--- src/rtl/tgen_pkg.sv ---
package tgen_pkg;
   typedef enum logic [1:0] {
      TRIM_HOLD   = 2'b00,
      TRIM_LATER  = 2'b01,
      TRIM_SOONER = 2'b10,
      TRIM_HOLD2  = 2'b11
   } trim_code_e;
endpackage

--- src/rtl/tgen_load_calc.sv ---
module tgen_load_calc
   import tgen_pkg::*;
#(
   parameter int A_W   = 6,
   parameter int ADJ_W = 5
) (
   input  logic [A_W-1:0]   base,
   input  logic [ADJ_W-1:0] trim,
   input  trim_code_e       code,
   input  logic             apply,
   output logic [A_W:0]     load
);
   localparam int SW = A_W + 2;
   localparam logic signed [SW-1:0] ONE = SW'(1);

   logic signed [SW-1:0] base_s;
   logic signed [SW-1:0] trim_s;
   logic signed [SW-1:0] sum;

   always_comb begin
      base_s = $signed({2'b00, base});
      trim_s = $signed({{(SW-ADJ_W){trim[ADJ_W-1]}}, trim});
      sum    = base_s;
      if (apply) begin
         case (code)
            TRIM_LATER:  sum = base_s + trim_s;
            TRIM_SOONER: sum = base_s - trim_s;
            default:     sum = base_s;
         endcase
      end
      if (sum < ONE) load = (A_W+1)'(1);
      else           load = sum[A_W:0];
   end
endmodule

--- src/rtl/tgen_chan.sv ---
module tgen_chan
   import tgen_pkg::*;
#(
   parameter int A_W   = 6,
   parameter int ADJ_W = 5,
   parameter int B_W   = 6
) (
   input  logic             clk,
   input  logic             rst_n,
   input  logic [A_W-1:0]   a_base,
   input  logic [ADJ_W-1:0] a_trim,
   input  logic [B_W-1:0]   b_base,
   input  logic             req_valid,
   input  logic [1:0]       req_code,
   output logic             fclk,
   output logic             conv
);
   localparam int CA = A_W + 1;
   localparam int CB = B_W + 1;

   logic [CA-1:0] a_cnt;
   logic [CB-1:0] b_cnt;
   logic [CA-1:0] a_load;
   logic [CB-1:0] b_load;
   logic          pend;
   trim_code_e    pend_code;
   logic          tick;
   logic          boundary;

   assign tick     = (a_cnt <= CA'(1));
   assign boundary = tick && (b_cnt <= CB'(1));
   assign b_load   = (b_base == '0) ? CB'(2) : {b_base, 1'b0};

   tgen_load_calc #(.A_W(A_W), .ADJ_W(ADJ_W)) u_calc (
      .base  (a_base),
      .trim  (a_trim),
      .code  (pend_code),
      .apply (boundary && pend),
      .load  (a_load)
   );

   always_ff @(posedge clk or negedge rst_n) begin
      if (!rst_n) begin
         a_cnt     <= CA'(1);
         b_cnt     <= CB'(1);
         fclk      <= 1'b0;
         conv      <= 1'b0;
         pend      <= 1'b0;
         pend_code <= TRIM_HOLD;
      end else begin
         conv <= boundary;
         if (tick) begin
            a_cnt <= a_load;
            fclk  <= ~fclk;
            b_cnt <= boundary ? b_load : b_cnt - CB'(1);
         end else begin
            a_cnt <= a_cnt - CA'(1);
         end
         if (req_valid) begin
            pend      <= 1'b1;
            pend_code <= trim_code_e'(req_code);
         end else if (boundary) begin
            pend <= 1'b0;
         end
      end
   end
endmodule

--- src/rtl/timing_rate_gen.sv ---
module timing_rate_gen #(
   parameter int A_W   = 6,
   parameter int ADJ_W = 5,
   parameter int B_W   = 6
) (
   input  logic             clk,
   input  logic             rst_n,
   input  logic             sync_mode,
   input  logic [A_W-1:0]   tx_a_base,
   input  logic [ADJ_W-1:0] tx_a_adj,
   input  logic [B_W-1:0]   tx_b_base,
   input  logic             tx_adj_valid,
   input  logic [1:0]       tx_adj_sel,
   input  logic [A_W-1:0]   rx_a_base,
   input  logic [ADJ_W-1:0] rx_a_adj,
   input  logic [B_W-1:0]   rx_b_base,
   input  logic             rx_adj_valid,
   input  logic [1:0]       rx_adj_sel,
   output logic             tx_fclk,
   output logic             tx_conv,
   output logic             rx_fclk,
   output logic             rx_conv
);
   localparam int NCH = 2;

   if (A_W < 2 || B_W < 1) begin : g_bad_width
      $error("timing_rate_gen: divider widths too small");
   end
   if (ADJ_W < 2 || ADJ_W > A_W) begin : g_bad_trim
      $error("timing_rate_gen: trim width must lie in 2..A_W");
   end

   logic [A_W-1:0]   a_base_v [NCH];
   logic [ADJ_W-1:0] a_trim_v [NCH];
   logic [B_W-1:0]   b_base_v [NCH];
   logic             valid_v  [NCH];
   logic [1:0]       code_v   [NCH];
   logic             fclk_v   [NCH];
   logic             conv_v   [NCH];

   assign a_base_v[0] = tx_a_base;
   assign a_trim_v[0] = tx_a_adj;
   assign b_base_v[0] = tx_b_base;
   assign valid_v[0]  = tx_adj_valid;
   assign code_v[0]   = tx_adj_sel;
   assign a_base_v[1] = rx_a_base;
   assign a_trim_v[1] = rx_a_adj;
   assign b_base_v[1] = rx_b_base;
   assign valid_v[1]  = rx_adj_valid;
   assign code_v[1]   = rx_adj_sel;

   for (genvar c = 0; c < NCH; c++) begin : g_chan
      tgen_chan #(.A_W(A_W), .ADJ_W(ADJ_W), .B_W(B_W)) u_chan (
         .clk       (clk),
         .rst_n     (rst_n),
         .a_base    (a_base_v[c]),
         .a_trim    (a_trim_v[c]),
         .b_base    (b_base_v[c]),
         .req_valid (valid_v[c]),
         .req_code  (code_v[c]),
         .fclk      (fclk_v[c]),
         .conv      (conv_v[c])
      );
   end

   assign tx_fclk = fclk_v[0];
   assign tx_conv = conv_v[0];
   assign rx_fclk = sync_mode ? fclk_v[0] : fclk_v[1];
   assign rx_conv = sync_mode ? conv_v[0] : conv_v[1];
endmodule

--- config.mk ---
export PLATFORM = sky130hd
export DESIGN_NAME = timing_rate_gen
export DESIGN_NICKNAME = d
export VERILOG_FILES = /design/src/rtl/tgen_pkg.sv /design/src/rtl/tgen_load_calc.sv /design/src/rtl/tgen_chan.sv /design/src/rtl/timing_rate_gen.sv
export SDC_FILE = /design/constraint.sdc
export NUM_CORES = 1
export LEC_CHECK = 0
export BUFFER_PORTS_ARGS = -buffer_cell sky130_fd_sc_hd__buf_2
export CAP_MARGIN = 20
export CORE_MARGIN = 2
export CORE_UTILIZATION = 52
export DETAILED_ROUTE_END_ITERATION = 16
export GPL_ROUTABILITY_DRIVEN = 0
export PLACE_DENSITY = 0.77
export SYNTH_ARGS = -nofsm -noshare
export SYNTH_HDL_FRONTEND = slang
export SYNTH_SLANG_ARGS = --single-unit
--- constraint.sdc ---
create_clock -name clk -period 3.15 [get_ports clk]
set_clock_uncertainty 0.15 [all_clocks]
set_input_delay 0.1575 -clock clk [delete_from_list [all_inputs] [get_ports clk]]
set_output_delay 0.1575 -clock clk [all_outputs]
set_load 0.01 [all_outputs]
==> results of run 1 <==
repair_timing:
| item | 4_1_cts | 5_1_grt |
|---|---|---|
| hold buffers | 14 | 0 |
| hold endpoints to repair | 42 | 0 |
| setup endpoints to repair | 0 | 12 |
| resized for setup | 0 | 10 |
through the flow:
stage	setup slack (ns)	total power, mW	hold WS [ns]	instances
after floorplan	0.200	1.44	-0.288	365
after global placement	0.180	1.65	0.157	484
after detailed placement	0.103	1.68	0.161	484
after CTS	0.0751	2.06	0.0384	506
after global routing	0.0243	2.26	0.0477	506
final	0.186	2.08	0.0529	506
report_power, final:
part | total (mW) | internal [mW] | switching (mW) | leakage (nW)
Clock | 0.353 | 0.176 | 0.177 | 0.0472
Combinational | 0.911 | 0.444 | 0.466 | 1.18
Sequential | 0.813 | 0.644 | 0.169 | 0.418
worst register-to-register path, cell delays in order, from the launching register on:
cell and delay (ns):
sky130_fd_sc_hd__dfrtp_1 0.37, sky130_fd_sc_hd__inv_1 0.13, sky130_fd_sc_hd__ha_4 0.18, sky130_fd_sc_hd__mux2_2 0.37
sky130_fd_sc_hd__inv_1 0.06, sky130_fd_sc_hd__ha_1 0.21, sky130_fd_sc_hd__nor2b_1 0.14, sky130_fd_sc_hd__o31ai_2 0.21
sky130_fd_sc_hd__or4b_2 0.60, sky130_fd_sc_hd__o311a_1 0.16, sky130_fd_sc_hd__o311ai_2 0.27
layout by cell type (no fill, tap or decap), drive strengths merged, types with 11 or more instances in the layout:
cell | netlist | layout
a21oi | 31 | 31
buf | 2 | 54
dfrtp | 34 | 34
dlygate4sd3 | 0 | 14
ha | 24 | 24
inv | 31 | 31
nand2 | 26 | 26
nand3 | 11 | 11
nor2 | 33 | 33
nor3 | 11 | 11
o21ai | 21 | 21
xnor2 | 15 | 15
registers in the layout (all words and copies together), names as in the netlist:
register and cells:
g_chan.u_chan.a_cnt 14, g_chan.u_chan.b_cnt 14, g_chan.u_chan.conv 2, g_chan.u_chan.fclk 2, g_chan.u_chan.pend 2, g_chan.u_chan.pend_code 4
logic make-up (layout without fill, tap and decap cells):
kind of cell	count (synthesis)	after routing	share of synthesized area, %
buffers and inverters	41	107	5.02
muxes	12	12	4.10
xor gates and xnor gates	22	22	6.19
adders and majority gates	26	26	10.9
and+or+nand+nor	123	123	21.0
AOI/OAI and AO/OA	103	103	22.1
DFF	38	38	30.7
layer usage:
metal  share of wire [%]  vias to the layer above
li1                    -                     1454
met1                  46                     1344
met2                  50                       65
met3                 3.5                        6
met4                0.62                        0
met5                   0                        -
cell type report:
cell class / instances / area share, %
clock buffers: 6 / 2.21
clock inverters: 2 / 0.334
inverters: 31 / 3.11
multi-input cells: 286 / 54.8
flip-flops and latches: 38 / 25.5
well taps: 75 / 2.51
repair buffers: 68 / 11.5
worst paths after layout:
path / start / to / slack (ns) / cells after the start
min in group asynchronous: rst_n / g_chan[0].u_chan.a_cnt[4] / 0.34 / 2
worst max-delay path: g_chan[1].u_chan.pend_code[0] / g_chan[1].u_chan.a_cnt[5] / 0.19 / 10
worst min register to register: g_chan[1].u_chan.fclk / g_chan[1].u_chan.fclk / 0.35 / 1
worst max register to register: g_chan[1].u_chan.pend_code[0] / g_chan[1].u_chan.a_cnt[5] / 0.19 / 10
worst min-delay path: rx_b_base[2] / g_chan[1].u_chan.b_cnt[3] / 0.05 / 3
max in group asynchronous: rst_n / g_chan[1].u_chan.a_cnt[1] / 1.98 / 2
==> impl_results.rst, run 1 <==
.. list-table::
   :header-rows: 1

   * - Metric
     - Value
   * - Met2 demand-to-capacity share in global routing
     - 40.5%
   * - Effective utilization at floorplan
     - 53.2%
   * - Count of input and output buffers
     - 46
   * - Setup TNS
     - 0 ns
   * - Number of vias after detailed routing
     - 2,869
   * - Final Cell Area
     - 3740 µm²
   * - Number of setup buffers added after CTS
     - 0
   * - Initial detailed-routing violation count
     - 100
   * - GR Util met1
     - 28.4%
   * - Fraction of registers with async set or reset after synthesis
     - 100%
   * - Mean cell area of the mapped netlist
     - 8.53 µm²
   * - Growth of design area from synthesis to finish
     - 20.3%
   * - Setup repair after global routing missed its margin
     - no
   * - Share of layout cells above drive strength 1
     - 21.1%
   * - Clock sink count
     - 38
   * - Crit path largest cell delay
     - 0.60 ns
   * - Number of antenna violations at the first check in global routing
     - 0
   * - Pwr dens
     - 555 nW/µm²
   * - Core ar.
     - 5850 µm²
   * - Count of unresolved DRC violations after routing
     - 0
   * - Maximum clock rate
     - 337 MHz
   * - Biggest area contributors in the synthesized netlist
     - sky130_fd_sc_hd__dfrtp_1 (27%), sky130_fd_sc_hd__ha_1 (9.6%), sky130_fd_sc_hd__a21oi_1 (5.0%)
   * - Type of the worst setup path
     - flop to flop
   * - Detailed-route wire length per cell
     - 14.0 µm
   * - Count of pins on the block boundary
     - 47
   * - Area of the die
     - 6620 µm²
   * - Estimated wirelength of the detail-placed design
     - 5300 µm
   * - Ranking of synthesized cells by instance count
     - sky130_fd_sc_hd__dfrtp_1 (34), sky130_fd_sc_hd__nor2_1 (33), sky130_fd_sc_hd__a21oi_1 (31), sky130_fd_sc_hd__inv_1 (31), sky130_fd_sc_hd__nand2_1 (26)
   * - Data arrival time of the critical path
     - 3.00 ns
   * - Overall global routing resource usage
     - 22.5%
   * - Busiest metal layer after global routing
     - met2
   * - Crit path cell chain
     - inv_1, ha_4, mux2_2, inv_1, ha_1, nor2b_1, o31ai_2, or4b_2, o311a_1, o311ai_2
   * - Leak Pwr
     - 1.64 nW
   * - Clock latency reported for the late side of the worst-skew pair
     - 0.29 ns
   * - Warnings, synthesis
     - 0
   * - Filler cells
     - 502
   * - Synth Instances
     - 365
   * - Most frequent cell after synthesis
     - sky130_fd_sc_hd__dfrtp_1
   * - Critical path's top delay family
     - simple AND/OR/NAND/NOR gates
   * - Remaining max-slew budget at the tightest pin
     - 45.2%
   * - Final #Nets
     - 499
   * - GR Util met3
     - 3.56%
   * - Worst path most repeated cell
     - sky130_fd_sc_hd__inv_1
   * - Post-synthesis cell type with the largest combined area
     - sky130_fd_sc_hd__dfrtp_1
   * - Worst Hold Class
     - input port to flop
   * - Number of vias per cell
     - 5.67
   * - Total congestion overflow after global routing
     - 0
   * - Die extent in y
     - 81.4 µm
   * - Wirelength, routed
     - 7080 µm
   * - Crit path time final
     - 2.96 ns
   * - Data required time at the worst endpoint
     - 3.18 ns
   * - Slew at the pin closest to its max-slew limit
     - 0.821 ns
   * - Flip-flop and latch area
     - 956 µm²
   * - Number of distinct library cells after synthesis
     - 63
   * - Number of setup violations in the final report
     - 0
   * - Clock tree from TritonCTS
     - yes
   * - Outcome
     - finished clean
   * - Peak supply drop
     - 0.000431 V
   * - Placement-stage cell area
     - 3460 µm²
   * - Max Transition Viols Final
     - 0
   * - Fin. Hold Viols
     - 0
   * - Primary flip-flop cell chosen by synthesis mapping
     - sky130_fd_sc_hd__dfrtp_1
   * - Wire length of the first global-routing pass
     - 11,900 µm
   * - Clock H-tree levels
     - 2
   * - Post-Synthesis Net Count
     - 434
   * - Synth Cell Area
     - 3110 µm²
   * - Multi-input gate area
     - 2050 µm²
   * - Critical-path maximum fanout
     - 6
   * - CP max stage cell
     - sky130_fd_sc_hd__or4b_2
   * - Post-synthesis sequential area ratio
     - 30.7%
   * - Area share of the largest cell type after synthesis
     - 27.3%
   * - Number of flip-flops and latches in the synthesized netlist
     - 38
   * - CP Launch Type
     - flop
   * - Width of the die
     - 81.4 µm
   * - Number of max-cap violations
     - 0
   * - Worst setup EP type
     - flop
   * - Vias in the first global route
     - 2,737
   * - Row count
     - 28
   * - Length of the first detailed-routing pass in iterations
     - 4
   * - Final antenna diode count
     - 0
   * - Number of buffers created by CTS
     - 5
   * - Core utilization of the finished layout
     - 64.0%
   * - Pin count of the biggest net entering global routing
     - 39
   * - CTS clock-pin slew for the worst setup and hold paths
     - 0.08 ns
   * - Number of nets with antenna violations after routing
     - 0
   * - Buffer cell driving the clock tree root
     - sky130_fd_sc_hd__clkbuf_8
   * - Buffers plus inverters on the worst setup path
     - 2
   * - Final clock period utilization by the worst path
     - 94.1%
   * - Maximum root-to-sink buffer count
     - 2
   * - Number of enable-type register cells in the synthesized netlist
     - 0
No activity file was read; power rests on OpenSTA's default activity.
==> run 2: changes to the inputs <==
- CORE_UTILIZATION: 52 -> 45
- PLACE_DENSITY: 0.77 -> 0.68
==> run 2 against run 1 <==
Via count is 0.42% higher. Die area is 15% higher. Sequential power is 0.6% lower. Highest routed layer unchanged. Global-route usage is 3.3 points lower. Utilization is 8.8 points lower. Critical path depth is 1 lower. Wire length is 0.45% lower. Fmax is 0.90% lower. Hold slack worse by 0.025 ns. Register-to-register slack worse by 0.03 ns.
==> impl_results.rst, run 2 (synthesized netlist as in run 1, its figures left out) <==
.. list-table::
   :header-rows: 1

   * - Metric
     - Value
   * - Largest registers
     - g_chan.u_chan.a_cnt: 14 flops, g_chan.u_chan.b_cnt: 14 flops, g_chan.u_chan.pend_code: 4 flops
   * - Core utilization of the finished layout
     - 55.2%
   * - Peak supply drop
     - 0.000327 V
   * - Estimated wirelength of the detail-placed design
     - 5270 µm
   * - Number of setup violations in the final report
     - 0
   * - Growth of design area from synthesis to finish
     - 19.8%
   * - Number of nets with antenna violations after routing
     - 0
   * - Post-Place Cells
     - 490
   * - Wirelength, routed
     - 7050 µm
   * - Share of layout cells above drive strength 1
     - 20.2%
   * - Leading cell type in the layout, fill and taps excluded
     - sky130_fd_sc_hd__buf_2
   * - Setup repair after global routing missed its margin
     - no
   * - Worst setup EP type
     - flop
   * - Row count
     - 30
   * - Total congestion overflow after global routing
     - 0
   * - Data arrival time of the critical path
     - 3.03 ns
   * - Clock H-tree levels
     - 2
   * - Buffer cell driving the clock tree root
     - sky130_fd_sc_hd__clkbuf_8
   * - Highest-count cells in the layout ignoring fill and taps
     - sky130_fd_sc_hd__buf_2 (46), sky130_fd_sc_hd__dfrtp_1 (34), sky130_fd_sc_hd__nor2_1 (33)
   * - CP Launch Type
     - flop
   * - Wire length of the first global-routing pass
     - 11,800 µm
   * - Maximum root-to-sink buffer count
     - 2
   * - Count of pins on the block boundary
     - 47
   * - Final clock period utilization by the worst path
     - 95.0%
   * - Detailed-route wire length per cell
     - 13.8 µm
   * - Number of vias per cell
     - 5.64
   * - Crit path time final
     - 2.99 ns
   * - Final Hold Slack
     - 0.0279 ns
   * - Critical-path maximum fanout
     - 6
   * - Final #Nets
     - 499
   * - Slew at the pin closest to its max-slew limit
     - 0.842 ns
   * - Initial detailed-routing violation count
     - 109
   * - Area of the die
     - 7600 µm²
   * - Clock tree from TritonCTS
     - yes
   * - Number of standard cells in the final layout excluding fillers
     - 511
   * - Number of vias after detailed routing
     - 2,881
   * - Count of unresolved DRC violations after routing
     - 0
   * - Die extent in y
     - 87.2 µm
   * - Pin count of the biggest net entering global routing
     - 39
   * - Leak Pwr
     - 1.64 nW
   * - Final antenna diode count
     - 0
   * - Number of antenna violations at the first check in global routing
     - 0
   * - Fin. Hold Viols
     - 0
   * - Outcome
     - finished clean
   * - Vias in the first global route
     - 2,682
   * - Max Transition Viols Final
     - 0
   * - Type of the worst setup path
     - flop to flop
   * - Number of buffers created by CTS
     - 5
   * - Core ar.
     - 6760 µm²
   * - Number of max-cap violations
     - 0
   * - Remaining max-slew budget at the tightest pin
     - 43.9%
   * - Worst Hold Class
     - input port to flop
   * - Effective utilization at floorplan
     - 46.1%
   * - Width of the die
     - 87.2 µm
   * - Count of input and output buffers
     - 46
   * - Data required time at the worst endpoint
     - 3.18 ns
   * - Length of the first detailed-routing pass in iterations
     - 4
   * - CTS clock-pin slew for the worst setup and hold paths
     - 0.08 ns
   * - Total Power Consumption
     - 2.14 mW
   * - Setup TNS
     - 0 ns
   * - Clock sink count
     - 38
   * - Clock latency reported for the late side of the worst-skew pair
     - 0.29 ns
   * - Overall global routing resource usage
     - 19.2%
   * - Pwr dens
     - 575 nW/µm²
   * - Maximum clock rate
     - 334 MHz
## run 2: changes by cell type in the layout (fill, tap and decap cells not counted), sizes merged
cell,before,now
buf,54,55
bufinv,0,1
clkbuf,6,7
clkinv,1,0
clkinvlp,1,0
dlygate4sd3,14,13
## run 2: final timing paths
| check | start | depth (start not counted) | slack (ns) | to |
|---|---|---|---|---|
| max | g_chan[1].u_chan.pend_code[1] | 9 | 0.16 | g_chan[1].u_chan.a_cnt[5] |
| min | tx_b_base[0] | 3 | 0.03 | g_chan[0].u_chan.b_cnt[1] |
| max reg2reg | g_chan[1].u_chan.pend_code[1] | 9 | 0.16 | g_chan[1].u_chan.a_cnt[5] |
| min reg2reg | g_chan[1].u_chan.fclk | 1 | 0.33 | g_chan[1].u_chan.fclk |
| max in group asynchronous | rst_n | 2 | 1.96 | g_chan[1].u_chan.a_cnt[1] |
| min in group asynchronous | rst_n | 2 | 0.35 | g_chan[0].u_chan.a_cnt[4] |
## run 2: worst max-delay path: stages (launching register included)
cell and delay (ns):
sky130_fd_sc_hd__dfrtp_1 0.39, sky130_fd_sc_hd__ha_1 0.25, sky130_fd_sc_hd__or2_2 0.30, sky130_fd_sc_hd__o21ai_0 0.16
sky130_fd_sc_hd__inv_1 0.09, sky130_fd_sc_hd__ha_2 0.39, sky130_fd_sc_hd__inv_1 0.07, sky130_fd_sc_hd__or4b_2 0.66
sky130_fd_sc_hd__o311a_1 0.17, sky130_fd_sc_hd__o311ai_2 0.25
## run 2: power by group
group / switching (mW) / internal (mW)
registers: 0.164 / 0.644
logic: 0.469 / 0.437
clock network: 0.171 / 0.258
total: 0.803 / 1.34
## run 2: area by class of cell
class	count	area (µm²)
well taps	80	100
repair buffers	68	428
multi-input cells	286	2010
clock inverters	1	30.0
flip-flops and latches	38	956
clock buffers	7	86.3
fillers	617	3030
inverters	31	116
## run 2: per-layer routing
layer | up-vias | global-route usage, % | part of all wire (%)
met5 | - | 0 | 0
met4 | 0 | 3.78 | 0.64
met3 | 4 | 3.79 | 2.9
met2 | 50 | 31.9 | 48
met1 | 1381 | 26.2 | 48
li1 | 1446 | - | -
## run 2: timing repair
action,CTS,global route
hold endpoints to repair,42,0
endpoints found under the setup margin,0,5
hold buffers,13,0
gates resized for setup,0,4
setup buffers,0,0
## run 2: stage by stage
stage / setup slack [ns] / cell area [µm²]
floorplan: 0.200 / 3110
global placement: 0.207 / 3470
detailed placement: 0.156 / 3470
CTS: 0.125 / 3720
global route: 0.0128 / 3730
finish: 0.159 / 3730
